==> config.mk <==
export PLATFORM = sky130hd
export DESIGN_NAME = mcg_clkgen
export DESIGN_NICKNAME = d
export VERILOG_FILES = /design/src/rtl/mcg_pkg.sv /design/src/rtl/mcg_ctrl_reg.sv /design/src/rtl/mcg_src_mux.sv /design/src/rtl/mcg_divider.sv /design/src/rtl/mcg_phase_tap.sv /design/src/rtl/mcg_clkgen.sv
export SDC_FILE = /design/constraint.sdc
export NUM_CORES = 1
export LEC_CHECK = 0
export ABC_CLOCK_PERIOD_IN_PS = 4100
export CAP_MARGIN = 25
export CORE_UTILIZATION = 45
export CTS_CLUSTER_DIAMETER = 50
export DETAILED_ROUTE_END_ITERATION = 8
export PLACE_DENSITY = 0.72
export SLEW_MARGIN = 5
export SYNTH_ARGS = -nofsm -noshare
export SYNTH_HDL_FRONTEND = slang
export SYNTH_SLANG_ARGS = --single-unit
==> constraint.sdc <==
create_clock -name clk -period 4.1 [get_ports clk]
set_input_delay 0.41 -clock clk [delete_from_list [all_inputs] [get_ports clk]]
set_output_delay 0.41 -clock clk [all_outputs]
set_load 0.01 [all_outputs]
==> src/rtl/mcg_pkg.sv <==
package mcg_pkg;
  // Field layout of the control word
  localparam int EN_BIT  = 31;
  localparam int SEL_LSB = 24;
  localparam int SPH_LSB = 20;
  localparam int P_LSB   = 16;
  localparam int OPH_LSB = 8;
  localparam int M_LSB   = 0;
  localparam int M_W     = 4;
  localparam int P_W     = 2;
  localparam int PH_W    = 2;

  // Largest total division and the counter width that holds it
  localparam int NMAX  = (1 << M_W) << ((1 << P_W) - 1);
  localparam int CNT_W = $clog2(NMAX + 1);
  localparam int PHMAX = 2 * ((1 << PH_W) - 1);
  localparam int HIST  = (NMAX > PHMAX) ? NMAX : PHMAX;
  localparam int IDX_W = $clog2(HIST);

  typedef struct packed {
    logic [M_W-1:0]  m;
    logic [P_W-1:0]  p;
    logic [PH_W-1:0] oph;
    logic [PH_W-1:0] sph;
  } div_cfg_t;

  function automatic logic [CNT_W-1:0] total_div(div_cfg_t c);
    logic [CNT_W-1:0] base;
    base = CNT_W'(c.m) + CNT_W'(1);
    return base << c.p;
  endfunction
endpackage

==> src/rtl/mcg_ctrl_reg.sv <==
module mcg_ctrl_reg
  import mcg_pkg::*;
#(
  parameter int SEL_W = 2
) (
  input  logic              clk,
  input  logic              rst_n,
  input  logic              we,
  input  logic [31:0]       wdata,
  output logic [31:0]       rdata,
  output logic              en,
  output logic [SEL_W-1:0]  sel,
  output div_cfg_t          cfg
);
  function automatic logic [31:0] build_mask();
    logic [31:0] k;
    k = '0;
    k[EN_BIT] = 1'b1;
    for (int i = 0; i < SEL_W; i++) k[SEL_LSB+i] = 1'b1;
    for (int i = 0; i < PH_W; i++) begin
      k[SPH_LSB+i] = 1'b1;
      k[OPH_LSB+i] = 1'b1;
    end
    for (int i = 0; i < P_W; i++) k[P_LSB+i] = 1'b1;
    for (int i = 0; i < M_W; i++) k[M_LSB+i] = 1'b1;
    return k;
  endfunction

  localparam logic [31:0] MASK = build_mask();

  logic [31:0] word_q;

  always_ff @(posedge clk or negedge rst_n) begin
    if (!rst_n)  word_q <= '0;
    else if (we) word_q <= wdata & MASK;
  end

  assign rdata   = word_q;
  assign en      = word_q[EN_BIT];
  assign sel     = word_q[SEL_LSB +: SEL_W];
  assign cfg.m   = word_q[M_LSB +: M_W];
  assign cfg.p   = word_q[P_LSB +: P_W];
  assign cfg.oph = word_q[OPH_LSB +: PH_W];
  assign cfg.sph = word_q[SPH_LSB +: PH_W];

  AST_RDBACK_MASKED: assert property (@(posedge clk) disable iff (!rst_n)
    we |=> rdata == ($past(wdata) & MASK));
endmodule

==> src/rtl/mcg_src_mux.sv <==
module mcg_src_mux #(
  parameter int NSRC  = 3,
  parameter int SEL_W = 2
) (
  input  logic [NSRC-1:0]  src_edge,
  input  logic [SEL_W-1:0] sel,
  output logic             tick,
  output logic             valid
);
  localparam int NSEL = 1 << SEL_W;

  logic [NSEL-1:0] cand;

  for (genvar i = 0; i < NSEL; i++) begin : g_cand
    if (i < NSRC) begin : g_live
      assign cand[i] = src_edge[i];
    end else begin : g_dead
      assign cand[i] = 1'b0;
    end
  end

  assign tick  = cand[sel];
  assign valid = (32'(sel) < NSRC);
endmodule

==> src/rtl/mcg_divider.sv <==
module mcg_divider
  import mcg_pkg::*;
(
  input  logic            clk,
  input  logic            rst_n,
  input  logic            idle,
  input  logic            tick,
  input  div_cfg_t        cfg_in,
  output logic            mod_q,
  output logic [HIST-1:0] hist,
  output div_cfg_t        act
);
  logic [CNT_W-1:0] hc;
  logic [CNT_W-1:0] n_act;

  assign n_act = total_div(act);

  always_ff @(posedge clk or negedge rst_n) begin
    if (!rst_n) begin
      mod_q <= 1'b0;
      hc    <= '0;
      act   <= '0;
      hist  <= '0;
    end else if (idle) begin
      // Preset so the first selected edge produces a rising edge
      mod_q <= 1'b0;
      hc    <= total_div(cfg_in) - CNT_W'(1);
      act   <= cfg_in;
      hist  <= '0;
    end else if (tick) begin
      hist <= {hist[HIST-2:0], mod_q};
      if (hc == n_act - CNT_W'(1)) begin
        hc    <= '0;
        mod_q <= !mod_q;
        if (!mod_q) act <= cfg_in;  // period boundary: rising edge
      end else begin
        hc <= hc + CNT_W'(1);
      end
    end
  end

  AST_HC_BOUND: assert property (@(posedge clk) disable iff (!rst_n)
    hc < n_act);

  AST_TOGGLE_ON_TICK: assert property (@(posedge clk) disable iff (!rst_n)
    (mod_q != $past(mod_q)) && !$past(idle) |-> $past(tick));

  AST_LOAD_AT_RISE: assert property (@(posedge clk) disable iff (!rst_n)
    (act != $past(act)) && !$past(idle) |-> (mod_q && !$past(mod_q)));
endmodule

==> src/rtl/mcg_phase_tap.sv <==
module mcg_phase_tap
  import mcg_pkg::*;
(
  input  logic             clk,
  input  logic             rst_n,
  input  logic [HIST-1:0]  hist,
  input  logic [PH_W-1:0]  code,
  input  logic [CNT_W-1:0] n_act,
  output logic             clk_o
);
  logic [CNT_W:0]   dly;
  logic [IDX_W-1:0] idx;

  always_comb begin
    if (code == '0) dly = {1'b0, n_act};         // half output period
    else            dly = (CNT_W+1)'({code, 1'b0}); // d source periods
    idx   = IDX_W'(dly - (CNT_W+1)'(1));
    clk_o = hist[idx];
  end

  AST_TAP_RANGE: assert property (@(posedge clk) disable iff (!rst_n)
    (dly >= 1) && (dly <= HIST));
endmodule

==> src/rtl/mcg_clkgen.sv <==
module mcg_clkgen
  import mcg_pkg::*;
#(
  parameter int NSRC  = 3,
  parameter int SEL_W = 2
) (
  input  logic            clk,
  input  logic            rst_n,
  input  logic [NSRC-1:0] src_edge,
  input  logic            cfg_we,
  input  logic [31:0]     cfg_wdata,
  output logic [31:0]     cfg_rdata,
  output logic            mod_clk,
  output logic            out_clk,
  output logic            smp_clk
);
  logic             en;
  logic [SEL_W-1:0] sel;
  div_cfg_t         cfg_w;
  div_cfg_t         act;
  logic             tick;
  logic             valid;
  logic             idle;
  logic [HIST-1:0]  hist;
  logic [1:0]       taps;

  mcg_ctrl_reg #(.SEL_W(SEL_W)) u_reg (
    .clk(clk), .rst_n(rst_n), .we(cfg_we), .wdata(cfg_wdata),
    .rdata(cfg_rdata), .en(en), .sel(sel), .cfg(cfg_w)
  );

  mcg_src_mux #(.NSRC(NSRC), .SEL_W(SEL_W)) u_mux (
    .src_edge(src_edge), .sel(sel), .tick(tick), .valid(valid)
  );

  assign idle = !en || !valid;

  mcg_divider u_div (
    .clk(clk), .rst_n(rst_n), .idle(idle), .tick(tick), .cfg_in(cfg_w),
    .mod_q(mod_clk), .hist(hist), .act(act)
  );

  for (genvar g = 0; g < 2; g++) begin : g_tap
    mcg_phase_tap u_tap (
      .clk(clk), .rst_n(rst_n), .hist(hist),
      .code((g == 0) ? act.oph : act.sph),
      .n_act(total_div(act)), .clk_o(taps[g])
    );
  end

  assign out_clk = taps[0];
  assign smp_clk = taps[1];

  AST_IDLE_LOW: assert property (@(posedge clk) disable iff (!rst_n)
    $past(!en) |-> !mod_clk && !out_clk && !smp_clk);

  AST_NOSRC_LOW: assert property (@(posedge clk) disable iff (!rst_n)
    $past(!valid) |-> !mod_clk && !out_clk && !smp_clk);
endmodule

==> metrics <==
Reg2Reg Setup Slack=0.64 ns; HPWL after DPL=14.9 mm; Vias/cell=5.85; CP Data Arrival Time=3.84 ns; synth top area cells=dfrtp_1, mux4_2, nand2_1, nand3_1, mux2_2; count of different cell masters after synthesis=74; Layout Skew=0.00719 ns; Critical R2R Launch=u_div.act[6]; largest net degree at the start of global routing=135; ys async rst share=1.00; Final Cycle Share=1.04; PwrDens=556 nW/µm²; Max VDD drop=365 µV; Seq pwr share=0.274; maximum clock rate=235 MHz; CTS tree=done; die area=22500 µm²; run status=finished with violations; Slew @ Worst Pin=0.833 ns; Seq cells post-synth=160; Finished Core Util=0.552; CTS Hold Buffers Added=0; post-route cell area=11700 µm²; Cells after Synth=1005; Max-Cap Viols=0; Routability Congestion=0.843; IO Pins=73; failing checks=negative setup slack; Avg Inst Size Synth=9.80 µm²; YS warnings=0; vias in the first global route=7618; reg2reg end=u_div.act[3]; FP Rows=53; number of antenna diodes=0; Setup crit start kind=flop; most frequent cells in the layout=nand2_1, dfrtp_1, nand3_1, mux4_2, buf_4; Clk network pwr share=0.238; RSZ-0062 raised after global routing=true; Comb pwr share=0.488; Worst-Skew Late Latency=0.43 ns; Die W=150 µm; WHS=0.0730 ns; Setup violations, final=1; Leak=5.43 nW; layout net count=1106; Die Y=150 µm; Seq. cell area=4000 µm²; clk sinks=160; clock root cell=clkbuf_16; register area share after synthesis=0.406; H-tree Lvls=4; crit path cell chain=ha_4 -> mux2i_2 -> nor2_2 -> a21oi_2 -> ha_4 -> buf_12 -> buf_16 -> mux4_2 -> mux4_2 -> mux2i_2 -> mux2_4 -> a41oi_2 -> or3_4 -> buf_6; routed wire length=23.5 mm; final antenna-violating net count=0; crit path time final=4.25 ns; switching share of power=0.376; worst reg2reg path depth=12; worst setup path category=flop to primary output; global-route wire length before repair=40.1 mm; Filler cells=1792; IO Port Bufs=34; share of cells above drive strength 1=0.238; area grow syn2layout=18.8%; Overflow after GRT=0; Hold WC Path Type=primary input to async pin; CTS clk-pin slew, worst paths=0.07 ns; Starting Density=0.464; Via Count=7886; DRT iter0 DRCs=835; CP Max Fanout=5; endpoints failing hold=0; drt drc=0; Max Transition Viols Final=0; top-area cell type share of the netlist area=0.406; area leader, netlist=dfrtp_1; Final WS setup=-0.147 ns; WL per Instance=17.5 µm; EDFF count, synth=0; drt pass-1 iters=5; Internal=4.06 mW; Req. time, crit path=3.69 ns; CP max-delay cell=mux4_2; slew margin rel.=0.444; clock tree buffer depth=2; Cell Area, Placed=10800 µm²; Core Box Area=21200 µm²; antenna violations before repair=0; most common cell after layout, fill and taps aside=nand2_1; All-Layer GR Usage=0.228; TritonCTS buffer count=17; area of the multi-input gates=5580 µm²; Sw Pwr=2.45 mW; Setup crit end kind=primary output; crit-path max cell delay=0.50 ns; top_reg_cell synth=dfrtp_1; Netlist Area Pre-Place=9850 µm²
[cells in the mapped netlist, types with 3 or more instances]
cell type / n
a211o_1: 4
a211oi_1: 7
a21oi_1: 17
a31oi_1: 6
buf_1: 20
buf_2: 4
buf_4: 25
clkbuf_1: 40
dfrtp_1: 160
ha_1: 7
inv_1: 15
mux2_2: 29
mux2i_1: 21
mux4_2: 71
nand2_1: 292
nand3_1: 138
nand3b_1: 3
nand4_1: 3
nor2_1: 18
nor2b_1: 4
nor3_1: 5
o211ai_1: 9
o21a_1: 5
o21ai_0: 15
o31ai_1: 3
or2_2: 7
or3_1: 6
xnor2_1: 12
xor2_1: 8
[power groups by stage]
stage / Combinational, mW / Clock [mW] / Sequential (mW)
2_1_floorplan: 1.76 / 0 / 1.78
3_3_place_gp: 2.68 / 0 / 1.81
3_5_place_dp: 2.72 / 0 / 1.81
4_1_cts: 3.12 / 1.56 / 1.78
5_1_grt: 3.39 / 1.62 / 1.80
6_report: 3.17 / 1.55 / 1.79
[repair_timing]
item / in CTS / in global routing
hold endpoints to repair: 0 / 0
gates resized for setup: 39 / 11
setup buffers: 9 / 0
pin swaps: 10 / 6
endpoints found under the setup margin: 2 / 2
gates cloned: 4 / 0
[layout make-up]
type,count,area share
Tap cell,275,0.0294
Inverter,16,0.00513
Clock inverter,11,0.00919
Clock buffer,20,0.0390
Sequential cell,160,0.342
Multi-Input combinational cell,757,0.476
Timing Repair Buffer,109,0.0991
[flip-flops by register name, indices dropped and copies added (netlist names)]
signal	count
u_div.act	10
u_reg.rdata	13
u_div.hist	128
u_div.hc	8
u_div.mod_q	1
[metal layers]
metal | global-route usage | up-vias | share of wire
met5 | 0 | - | 0
met4 | 0.0682 | 0 | 0.014
met3 | 0.0305 | 35 | 0.046
met2 | 0.365 | 243 | 0.49
met1 | 0.321 | 3949 | 0.45
li1 | - | 3659 | -
[through the flow]
step / instances / setup slack (ns) / power, mW / TNS, ns
after floorplan: 1023 / 0.00918 / 3.54 / 0
after global placement: 1305 / -0.245 / 4.49 / -0.316
after detailed placement: 1305 / -0.248 / 4.53 / -0.311
after CTS: 1348 / -0.203 / 6.46 / -0.222
after global routing: 1348 / -0.226 / 6.81 / -0.340
final: 1348 / -0.147 / 6.51 / -0.147
[how the worst max path moves through the flow]
stage	from	to	slack [ns]	depth (start not counted)
2_1_floorplan	u_div.act[5]	smp_clk	0.009	15
3_3_place_gp	u_div.act[4]	out_clk	-0.25	14
3_5_place_dp	u_div.act[4]	out_clk	-0.25	14
4_1_cts	u_div.act[7]	out_clk	-0.20	14
5_1_grt	u_div.act[6]	out_clk	-0.23	13
6_report	u_div.act[6]	out_clk	-0.15	14
[worst max-delay path: cells and delay by family (launching register included)]
family | cells | cell delay [ns]
buf+inv | 3 | 0.40
flops | 1 | 0.41
compound gates | 2 | 0.24
fa+ha+maj | 2 | 0.51
simple gates | 2 | 0.45
mux | 5 | 1.40
[logic make-up after synthesis]
family,Yosys count,share of synthesized area
flops,160,0.406
simple gates,497,0.224
buf+inv,106,0.0512
other cells,1,0.000381
compound gates,90,0.0672
mux,123,0.222
xor+xnor,21,0.0194
fa+ha+maj,7,0.00889
Note: power is estimated with default switching activity, not from simulation.
